### config.mk
export PLATFORM = sky130hd
export DESIGN_NAME = drift_trim
export DESIGN_NICKNAME = d
export VERILOG_FILES = /design/src/rtl/drift_pkg.sv /design/src/rtl/drift_cfg_regs.sv /design/src/rtl/drift_accum.sv /design/src/rtl/drift_trim.sv
export SDC_FILE = /design/constraint.sdc
export NUM_CORES = 1
export LEC_CHECK = 0
export BUFFER_PORTS_ARGS = -buffer_cell sky130_fd_sc_hd__buf_4
export CORE_MARGIN = 8
export CORE_UTILIZATION = 30
export CTS_CLUSTER_DIAMETER = 200
export DETAILED_ROUTE_END_ITERATION = 16
export HOLD_SLACK_MARGIN = 0.12
export REMOVE_ABC_BUFFERS = 1
export SLEW_MARGIN = 20
export SYNTH_ARGS = -nofsm -noshare
export SYNTH_HDL_FRONTEND = slang
export SYNTH_SLANG_ARGS = --single-unit
### constraint.sdc
create_clock -name clk -period 6 [get_ports clk]
set_input_delay 1.8 -clock clk [delete_from_list [all_inputs] [get_ports clk]]
set_output_delay 1.8 -clock clk [all_outputs]
set_load 0.005 [all_outputs]
### src/rtl/drift_pkg.sv
package drift_pkg;
    // position within the five-word drift write sequence
    typedef enum logic [2:0] {
        SLOT_SIGN = 3'd0,
        SLOT_PAD0 = 3'd1,
        SLOT_PAD1 = 3'd2,
        SLOT_HI   = 3'd3,
        SLOT_LO   = 3'd4
    } slot_e;
endpackage

### src/rtl/drift_cfg_regs.sv
module drift_cfg_regs
    import drift_pkg::*;
#(
    parameter int ADDR_W     = 8,
    parameter int DATA_W     = 16,
    parameter int DRIFT_ADDR = 6,
    parameter int CTRL_ADDR  = 4,
    parameter int EN_BIT     = 2,
    parameter int SIGN_BIT   = 15,
    parameter int FRAC_W     = 30
) (
    input  logic              clk,
    input  logic              rst_n,
    input  logic              wr_en,
    input  logic [ADDR_W-1:0] wr_addr,
    input  logic [DATA_W-1:0] wr_data,
    output logic [FRAC_W-1:0] addend,
    output logic              neg,
    output logic              en
);
    localparam int SEQ_W = 2 * DATA_W;
    localparam logic [SEQ_W-1:0] CLAMP_VAL = SEQ_W'(1) << (FRAC_W - 1);
    localparam logic [ADDR_W-1:0] DRIFT_A = ADDR_W'(DRIFT_ADDR);
    localparam logic [ADDR_W-1:0] CTRL_A  = ADDR_W'(CTRL_ADDR);

    typedef struct packed {
        slot_e             slot;
        logic              neg_pend;
        logic [DATA_W-1:0] hi_pend;
        logic [FRAC_W-1:0] addend;
        logic              neg;
        logic              en;
    } cfg_t;

    cfg_t q, d;
    logic hit_drift, hit_ctrl;
    logic [SEQ_W-1:0] full_w;

    assign hit_drift = wr_en && (wr_addr == DRIFT_A);
    assign hit_ctrl  = wr_en && (wr_addr == CTRL_A);
    assign full_w    = {q.hi_pend, wr_data};

    always_comb begin
        d = q;
        if (hit_ctrl) begin
            d.en = wr_data[EN_BIT];
        end
        if (hit_drift) begin
            case (q.slot)
                SLOT_SIGN: begin
                    d.neg_pend = wr_data[SIGN_BIT];
                    d.slot     = SLOT_PAD0;
                end
                SLOT_PAD0: d.slot = SLOT_PAD1;
                SLOT_PAD1: d.slot = SLOT_HI;
                SLOT_HI: begin
                    d.hi_pend = wr_data;
                    d.slot    = SLOT_LO;
                end
                SLOT_LO: begin
                    // sign and addend switch together; values past the cap are limited
                    if (full_w > CLAMP_VAL) begin
                        d.addend = CLAMP_VAL[FRAC_W-1:0];
                    end else begin
                        d.addend = full_w[FRAC_W-1:0];
                    end
                    d.neg  = q.neg_pend;
                    d.slot = SLOT_SIGN;
                end
                default: d.slot = SLOT_SIGN;
            endcase
        end
    end

    always_ff @(posedge clk) begin
        if (!rst_n) begin
            q <= '{slot: SLOT_SIGN, neg_pend: 1'b0, hi_pend: '0,
                   addend: '0, neg: 1'b0, en: 1'b0};
        end else begin
            q <= d;
        end
    end

    assign addend = q.addend;
    assign neg    = q.neg;
    assign en     = q.en;

    assert_clamp_R7: assert property (@(posedge clk) disable iff (!rst_n)
        q.addend <= CLAMP_VAL[FRAC_W-1:0]);

    assert_commit_on_fifth_R8: assert property (@(posedge clk) disable iff (!rst_n)
        !(hit_drift && q.slot == SLOT_LO) |=> ($stable(q.addend) && $stable(q.neg)));

    assert_foreign_no_advance_R9: assert property (@(posedge clk) disable iff (!rst_n)
        !hit_drift |=> $stable(q.slot));
endmodule

### src/rtl/drift_accum.sv
module drift_accum #(
    parameter int FRAC_W = 30,
    parameter int INC_W  = 4,
    parameter int NOM_NS = 8
) (
    input  logic              clk,
    input  logic              rst_n,
    input  logic [FRAC_W-1:0] addend,
    input  logic              neg,
    input  logic              en,
    output logic [INC_W-1:0]  incr
);
    localparam logic [INC_W-1:0] NOM    = INC_W'(NOM_NS);
    localparam logic [INC_W-1:0] NOM_HI = INC_W'(NOM_NS + 1);
    localparam logic [INC_W-1:0] NOM_LO = INC_W'(NOM_NS - 1);

    typedef struct packed {
        logic [FRAC_W-1:0] acc;
        logic [INC_W-1:0]  incr;
    } acc_t;

    acc_t q, d;
    logic [FRAC_W:0] sum;
    logic            carry;

    assign sum   = {1'b0, q.acc} + {1'b0, addend};
    assign carry = sum[FRAC_W];

    always_comb begin
        d = q;
        if (en) begin
            // dropping the top bit subtracts 2^FRAC_W and keeps the remainder
            d.acc = sum[FRAC_W-1:0];
            if (carry) begin
                d.incr = neg ? NOM_LO : NOM_HI;
            end else begin
                d.incr = NOM;
            end
        end else begin
            d.incr = NOM;
        end
    end

    always_ff @(posedge clk) begin
        if (!rst_n) begin
            q <= '{acc: '0, incr: NOM};
        end else begin
            q <= d;
        end
    end

    assign incr = q.incr;

    assert_incr_range_R10: assert property (@(posedge clk) disable iff (!rst_n)
        (q.incr == NOM) || (q.incr == NOM_HI) || (q.incr == NOM_LO));

    assert_no_back_to_back_R10: assert property (@(posedge clk) disable iff (!rst_n)
        (q.incr != NOM) |=> (q.incr == NOM));
endmodule

### src/rtl/drift_trim.sv
module drift_trim #(
    parameter int ADDR_W     = 8,
    parameter int DATA_W     = 16,
    parameter int DRIFT_ADDR = 6,
    parameter int CTRL_ADDR  = 4,
    parameter int EN_BIT     = 2,
    parameter int SIGN_BIT   = 15,
    parameter int FRAC_W     = 30,
    parameter int INC_W      = 4,
    parameter int NOM_NS     = 8
) (
    input  logic              clk,
    input  logic              rst_n,
    input  logic              wr_en,
    input  logic [ADDR_W-1:0] wr_addr,
    input  logic [DATA_W-1:0] wr_data,
    output logic [INC_W-1:0]  incr_ns
);
    localparam logic [INC_W-1:0] NOM    = INC_W'(NOM_NS);
    localparam logic [INC_W-1:0] NOM_HI = INC_W'(NOM_NS + 1);
    localparam logic [INC_W-1:0] NOM_LO = INC_W'(NOM_NS - 1);

    logic [FRAC_W-1:0] addend_w;
    logic              neg_w;
    logic              en_w;

    drift_cfg_regs #(
        .ADDR_W(ADDR_W), .DATA_W(DATA_W), .DRIFT_ADDR(DRIFT_ADDR),
        .CTRL_ADDR(CTRL_ADDR), .EN_BIT(EN_BIT), .SIGN_BIT(SIGN_BIT),
        .FRAC_W(FRAC_W)
    ) cfg_i (
        .clk(clk), .rst_n(rst_n), .wr_en(wr_en), .wr_addr(wr_addr),
        .wr_data(wr_data), .addend(addend_w), .neg(neg_w), .en(en_w)
    );

    drift_accum #(
        .FRAC_W(FRAC_W), .INC_W(INC_W), .NOM_NS(NOM_NS)
    ) accum_i (
        .clk(clk), .rst_n(rst_n), .addend(addend_w), .neg(neg_w),
        .en(en_w), .incr(incr_ns)
    );

    assert_disabled_nominal_R2: assert property (@(posedge clk) disable iff (!rst_n)
        !en_w |=> (incr_ns == NOM));

    assert_zero_addend_nominal_R3: assert property (@(posedge clk) disable iff (!rst_n)
        (en_w && addend_w == '0) |=> (incr_ns == NOM));

    assert_sign_direction_R5: assert property (@(posedge clk) disable iff (!rst_n)
        (incr_ns != NOM) |-> (incr_ns == ($past(neg_w) ? NOM_LO : NOM_HI)));
endmodule

==> key figures, run 1 <==
Synth
  – Cell Area, Synth: ~5000 um^2
  – Cells after synthesis: 559
  – Flops & latches, synth: 85
  – Synth top area cells: dfxtp_1, ha_1, nor2b_1
  – Synth area leader: dfxtp_1
  – Yosys warns: 0
  – Syn Area/Cell: approximately 9 um^2
  – Ys flop type: dfxtp_1
  – Most numerous cell in the Yosys netlist: dfxtp_1
  – Most instantiated cells after synthesis: dfxtp_1, nor2b_1, nand2_1
  – EDFF count, synth: 0
  – Post-synth ARST share: 0%
  – Seq/Total Area, Yosys: roughly a third
  – Post-synthesis cell type count: 63
  – Top cell type's share of synthesized area: roughly a third

Global route
  – GRT Total Usage: roughly an eighth
  – Grt ovf: 0
  – Largest net degree at the start of global routing: 71
  – First-pass GRT wire length: 20600 um
  – Initial antenna violation count: 0
  – Vias in the first global route: slightly above 4000

Cells and area
  – Nets: 629
  – Layout area overhead: 14.3%
  – Final Cell Area: about 5700 um^2
  – Share of cells above drive strength 1: a little over an eighth
  – Diodes inserted: 0

Floorplanning
  – Die height: about 140 um
  – Core region area: 16300 um^2
  – Initial Util: between 30 and 40%
  – Die width: 145 um
  – Top Ports: 31
  – Row cnt: 47
  – Die Area: 20900 um^2

Timing
  – Setup WS post-layout: ~2.1 ns
  – Min Tclk post-route: between 3 and 4 ns
  – Setup TNS: 0 ns
  – Max Clk Rate: 256 MHz
  – RSZ-0062 raised after global routing: no
  – Hold slack: 0.464 ns
  – Slew headroom: between 40% and 50%
  – Count of final setup violators: 0
  – Max-slew violations: 0
  – Actual slew at the worst max-slew pin: 0.760 ns
  – Skew final: roughly 0.011 ns
  – Tcrit/Tclk final: approximately 65%
  – Final-report hold violation count: 0

Worst setup path
  – WP data required: between 6 and 7 ns
  – Reg-to-Reg End: accum_i.q[28]
  – WS Path Type: in2reg
  – CP Capture Type: flip-flop
  – Worst-path fanout max: 29
  – R2R Setup Slk: 2.98 ns
  – Reg-to-Reg Start: accum_i.q[4]
  – R2R depth: 10
  – Crit path launch type: primary input
  – CP arrival: 4.19 ns

Placed design
  – Gpl congestion: 0.887
  – Dpl cell area: between 5000 and 6000 um^2
  – Detailed placer's ending HPWL: between 9000 and 10000 um
  – Port-buffer cells: 30
  – Dpl ws: between 1.5 and 2 ns

Route
  – DR pass1 iterations: 5
  – Avg WL per Cell: 15.3 um
  – Antenna-violating nets left: 0
  – Initial DRC Count: 260
  – Drt drc: 0
  – Via count: between 4000 and 5000
  – Total routed wirelength: between 10000 and 15000 um
  – Via/cell ratio: between 5 and 6

Clocking
  – CTS Sinks: 85
  – Total CTS buffers: 9
  – # hold bufs at CTS: 0
  – Setup Fix Bufs, Post-CTS: 0
  – CTS clk-pin slew, worst paths: ~0.07 ns
  – Skew-Pair Late Insertion Delay: approximately 0.34 ns
  – Number of H-tree levels: 3
  – CTS tree: done
  – CTS max path bufs: 2
  – CTS root buffer: clkbuf_16
  – Post-CTS sizing: 0

Power and ir drop
  – Clock power frac: roughly 51%
  – P_int: a little under 1 mW
  – Power per Cell Area: ~220 nW/um^2
  – Switch Pwr: ~0.24 mW
  – Leakage: 2.03 nW
  – Final Power: between 1 and 1.5 mW
  – VDD IR max: about 140 uV
  – Sw Ratio: about a fifth
  – Comb power frac: about 3.0%
  – Seq pwr share: a little under half

Hold path
  – Worst Hold End: accum_i.q[33]
  – Hold Path Class: reg2reg
  – Worst min-delay path startpoint: accum_i.q[33]
  – WHS Path Cells: 2

Status
  – Outcome: completed

Run
  – Max-Cap Viols: 0
-- layer usage --
| layer | vias to the layer above | track usage [%] | routed length, um |
|---|---|---|---|
| met3 | 21 | 2.87 | 609 |
| met4 | 0 | 6.46 | 324 |
| met2 | 82 | 20.9 | 5890 |
| met1 | 1942 | 14.8 | 5380 |
| li1 | 2057 | - | - |
| met5 | - | 0 | 0 |
-- metrics by stage --
step	instances	util (%)
6_report	795	34.6
5_1_grt	795	34.6
4_1_cts	795	34.6
3_5_place_dp	780	32.6
3_3_place_gp	780	32.6
2_1_floorplan	525	-
-- kinds of logic (layout without fill, tap and decap cells) --
family	count (synthesis)	after routing	synth area share, %
AOI/OAI and AO/OA	152	152	21.0
xor gates and xnor gates	22	22	3.89
adders and majority gates	31	31	7.98
buffers and inverters	42	58	3.99
DFF	85	85	34.3
muxes	31	31	6.29
and+or+nand+nor	196	196	22.5
-- layout by cell type (no fill, tap or decap), types with 6 or more instances in the layout --
cell	netlist	layout
a21oi_1	42	42
a22oi_1	22	22
a22oi_2	10	10
and2_1	8	8
buf_4	4	35
clkbuf_16	0	9
dfxtp_1	85	85
ha_1	30	30
inv_1	8	8
mux2i_1	30	30
nand2_1	49	49
nand3_1	6	6
nand4_1	9	9
nor2_1	20	20
nor2b_1	54	54
nor2b_2	10	10
nor3_1	10	9
nor4_1	9	9
o21ai_0	34	34
xnor2_1	11	11
xor2_1	11	11
-- worst max-delay path, stage by stage --
cell and delay, ns:
buf_4 0.12, or4_1 0.49, nor4_1 0.45, nand4_1 0.23, a2111oi_4 0.38, buf_4 0.40
a22oi_1 0.16, nor2b_1 0.14
-- registers in the layout, indices dropped and copies added (netlist names) --
signal	cells
cfg_i.addend	30
cfg_i.q	4
accum_i.incr	3
accum_i.q	30
cfg_i.full_w	16
cfg_i.en	1
cfg_i.neg	1
-- area by class of cell --
cell class / count / area (um^2)
Multi-Input combinational cell: 432 / 3060
Clock buffer: 12 / 267
Clock inverter: 3 / 67.6
Tap cell: 220 / 275
Inverter: 8 / 30.0
Fill cell: 1723 / 10700
Sequential cell: 85 / 1700
Timing Repair Buffer: 35 / 263
-- power by group through the flow --
stage	Clock, mW	Sequential (mW)	Combinational (mW)
2_1_floorplan	0	0.577	0.0104
4_1_cts	0.637	0.564	0.0374
3_3_place_gp	0	0.577	0.0369
6_report	0.619	0.564	0.0370
5_1_grt	0.658	0.564	0.0398
3_5_place_dp	0	0.577	0.0374
-- worst max-delay path by stage --
stage                           from              end  slack, ns  cells past startpoint
after floorplan           wr_addr[4]  cfg_i.addend[0]       1.30                      6
after global placement    wr_data[3]  cfg_i.addend[6]       1.75                      8
after detailed placement  wr_data[3]  cfg_i.addend[6]       1.68                      8
after CTS                 wr_data[3]  cfg_i.addend[6]       2.03                      8
after global routing      wr_data[3]  cfg_i.addend[6]       1.90                      8
final                     wr_data[3]  cfg_i.addend[6]       2.10                      8
No activity file was read; power rests on OpenSTA's default activity.
==> run 2, diff against run 1 <==
- clock period: 6 -> 3.65 ns (I/O delays scaled with it)
==> run 2 against run 1 <==
Compared with the run above: final area increased by 0.29%; register-to-register slack got worse by 2.0 ns; sequential share of layout area decreased by 0.086 points; utilization increased by 0.10 points; count of clock-buffer cells in the layout decreased by 2; first-iteration DRC count increased by 23%; global-route usage decreased by 0.21 points; clock skew decreased by 0.0025 ns.
==> key figures, run 2 (synthesis results as in run 1) <==
Route
  – DR pass1 iterations: 5 (unchanged)
  – Via/cell ratio: 5.15 (-0.14%)
  – Initial DRC Count: 320 (+23%)
  – Antenna-violating nets left: 0 (unchanged)
  – Drt drc: 0 (unchanged)
  – Avg WL per Cell: 15.5 um (+1.2%)
  – Via count: 4122 (+0.49%)
  – Total routed wirelength: 12400 um (+1.8%)

Cells and area
  – Post-Route Utilization: 34.7% (+0.10 points)
  – Final Cell Area: 5680 um^2 (+0.29%)
  – Nets: 634 (+0.79%)
  – Share of cells above drive strength 1: 14.5% (+0.74 points)
  – Diodes inserted: 0 (unchanged)
  – Layout area overhead: 14.6%
  – Commonest non-fill, non-tap cells in the layout: dfxtp_1, nor2b_1, nand2_1
  – Most common cell after layout, fill and taps aside: dfxtp_1

Placed design
  – Detailed placer's ending HPWL: 9340 um (+3.3%)
  – Dpl cell area: 5380 um^2 (+0.94%)
  – Gpl congestion: 0.875 (-1.3%)
  – Port-buffer cells: 30 (unchanged)

Worst setup path
  – CP Cell Sequence: buf_4 > or4_1 > nor4_1 > nand4_1 > a2111oi_4 > buf_12 > a22oi_1 > nor2b_1
  – R2R Setup Slk: 1.02 ns (-1.96 ns)
  – Crit path from: wr_data[3]
  – CP delay by family, top: simple AND/OR/NAND/NOR gates
  – R2R depth: 7 (-3)
  – Worst path depth: 8 (unchanged)
  – Worst-path fanout max: 29 (unchanged)
  – CP Capture Type: flip-flop
  – Reg-to-Reg Start: cfg_i.full_w[18]
  – Worst path max stage delay: 0.52 ns (+0.03 ns)
  – Worst Path Buf+Inv: 2 (unchanged)
  – WP data required: 3.93 ns (-2.35 ns)
  – Crit path launch type: primary input
  – WS Path Type: in2reg
  – Reg-to-Reg End: cfg_i.addend[9]
  – CP arrival: 3.43 ns (-0.76 ns)
  – Slowest CP cell: nor4_1

Timing
  – Final-report hold violation count: 0 (unchanged)
  – Setup TNS: 0 ns (unchanged)
  – Slew headroom: 61.2% (+12 points)
  – Actual slew at the worst max-slew pin: 0.577 ns (-0.183 ns)
  – Max Clk Rate: approximately 320 MHz
  – Hold slack: 0.466 ns (+0.00220 ns)
  – Skew final: 0.00860 ns (-0.00250 ns)
  – RSZ-0062 raised after global routing: no
  – Max-slew violations: 0 (unchanged)
  – Min Tclk post-route: roughly 3.2 ns
  – Count of final setup violators: 0 (unchanged)
  – Tcrit/Tclk final: 86.5%

Run
  – Max-Cap Viols: 0 (unchanged)

Floorplanning
  – Die height: 145 um (unchanged)
  – Initial Util: 30.3% (unchanged)
  – Core region area: 16300 um^2 (unchanged)
  – Die width: 145 um (unchanged)
  – Row cnt: 47 (unchanged)
  – Die Area: 20900 um^2 (unchanged)
  – Top Ports: 31 (unchanged)

Power and ir drop
  – Leakage: 2.04 nW (+0.19%)
  – Power per Cell Area: 339 nW/um^2 (+58%)
  – VDD IR max: 159 uV (+11%)

Clocking
  – CTS tree: done
  – Number of H-tree levels: 3 (unchanged)
  – Setup Fix Bufs, Post-CTS: 0 (unchanged)
  – CTS clk-pin slew, worst paths: 0.06 ns (about the same)
  – CTS root buffer: clkbuf_16
  – Total CTS buffers: 9 (unchanged)
  – CTS max path bufs: 2 (unchanged)
  – CTS Sinks: 85 (unchanged)
  – Skew-Pair Late Insertion Delay: 0.35 ns (about the same)
  – Post-CTS sizing: 0 (unchanged)
  – # hold bufs at CTS: 0 (unchanged)

Global route
  – GRT Total Usage: 12.3% (-0.21 points)
  – First-pass GRT wire length: 20100 um (-2.5%)
  – Largest net degree at the start of global routing: 41 (-42%)
  – Initial antenna violation count: 1 (+1)
  – Vias in the first global route: 3957 (-4.1%)
  – Grt ovf: 0 (unchanged)

Hold path
  – Hold Path Class: reg2reg
  – Worst min-delay path startpoint: accum_i.q[27]
  – Worst Hold End: accum_i.q[27]
  – WHS Path Cells: 2 (unchanged)

Status
  – Outcome: completed
[run 2: metrics by stage]
step,power [mW],instances,setup WS (ns)
global placement,1.01,785,0.202
finish,1.93,800,0.493
global route,1.98,800,0.415
CTS,1.95,800,0.496
floorplan,0.966,525,-0.342
detailed placement,1.01,785,0.154
[run 2: layout make-up]
class / count / area (um^2)
clock inverters: 5 / 61.3
multi-input cells: 432 / 3060
flip-flops and latches: 85 / 1700
fillers: 1699 / 10700
clock buffers: 10 / 239
well taps: 220 / 275
inverters: 8 / 30.0
repair buffers: 40 / 313
[run 2: tightest hold or removal path: stages (launching register included)]
cell and delay [ns]:
dfxtp_1 0.31, nand2_1 0.05, o31ai_1 0.06
[run 2: worst max path at each step]
stage               slack (ns)                to
floorplan                -0.34   cfg_i.addend[0]
detailed placement        0.15   cfg_i.addend[6]
finish                    0.49   cfg_i.addend[9]
global route              0.42  cfg_i.addend[18]
CTS                       0.50   cfg_i.addend[9]
global placement          0.20   cfg_i.addend[8]
[run 2: power by group]
group / leakage (nW) / switching, mW / internal [mW]
combinational: 1.21 / 0.0292 / 0.0333
sequential: 0.684 / 0.000196 / 0.927
clock: 0.137 / 0.392 / 0.546
[run 2: metal layers]
metal	up-vias	global-route usage, %	share of wire (%)
met3	24	2.28	4.0
met1	1938	14.7	45
met2	85	20.4	48
met4	2	7.12	2.9
li1	2073	-	-
met5	-	0	0.10
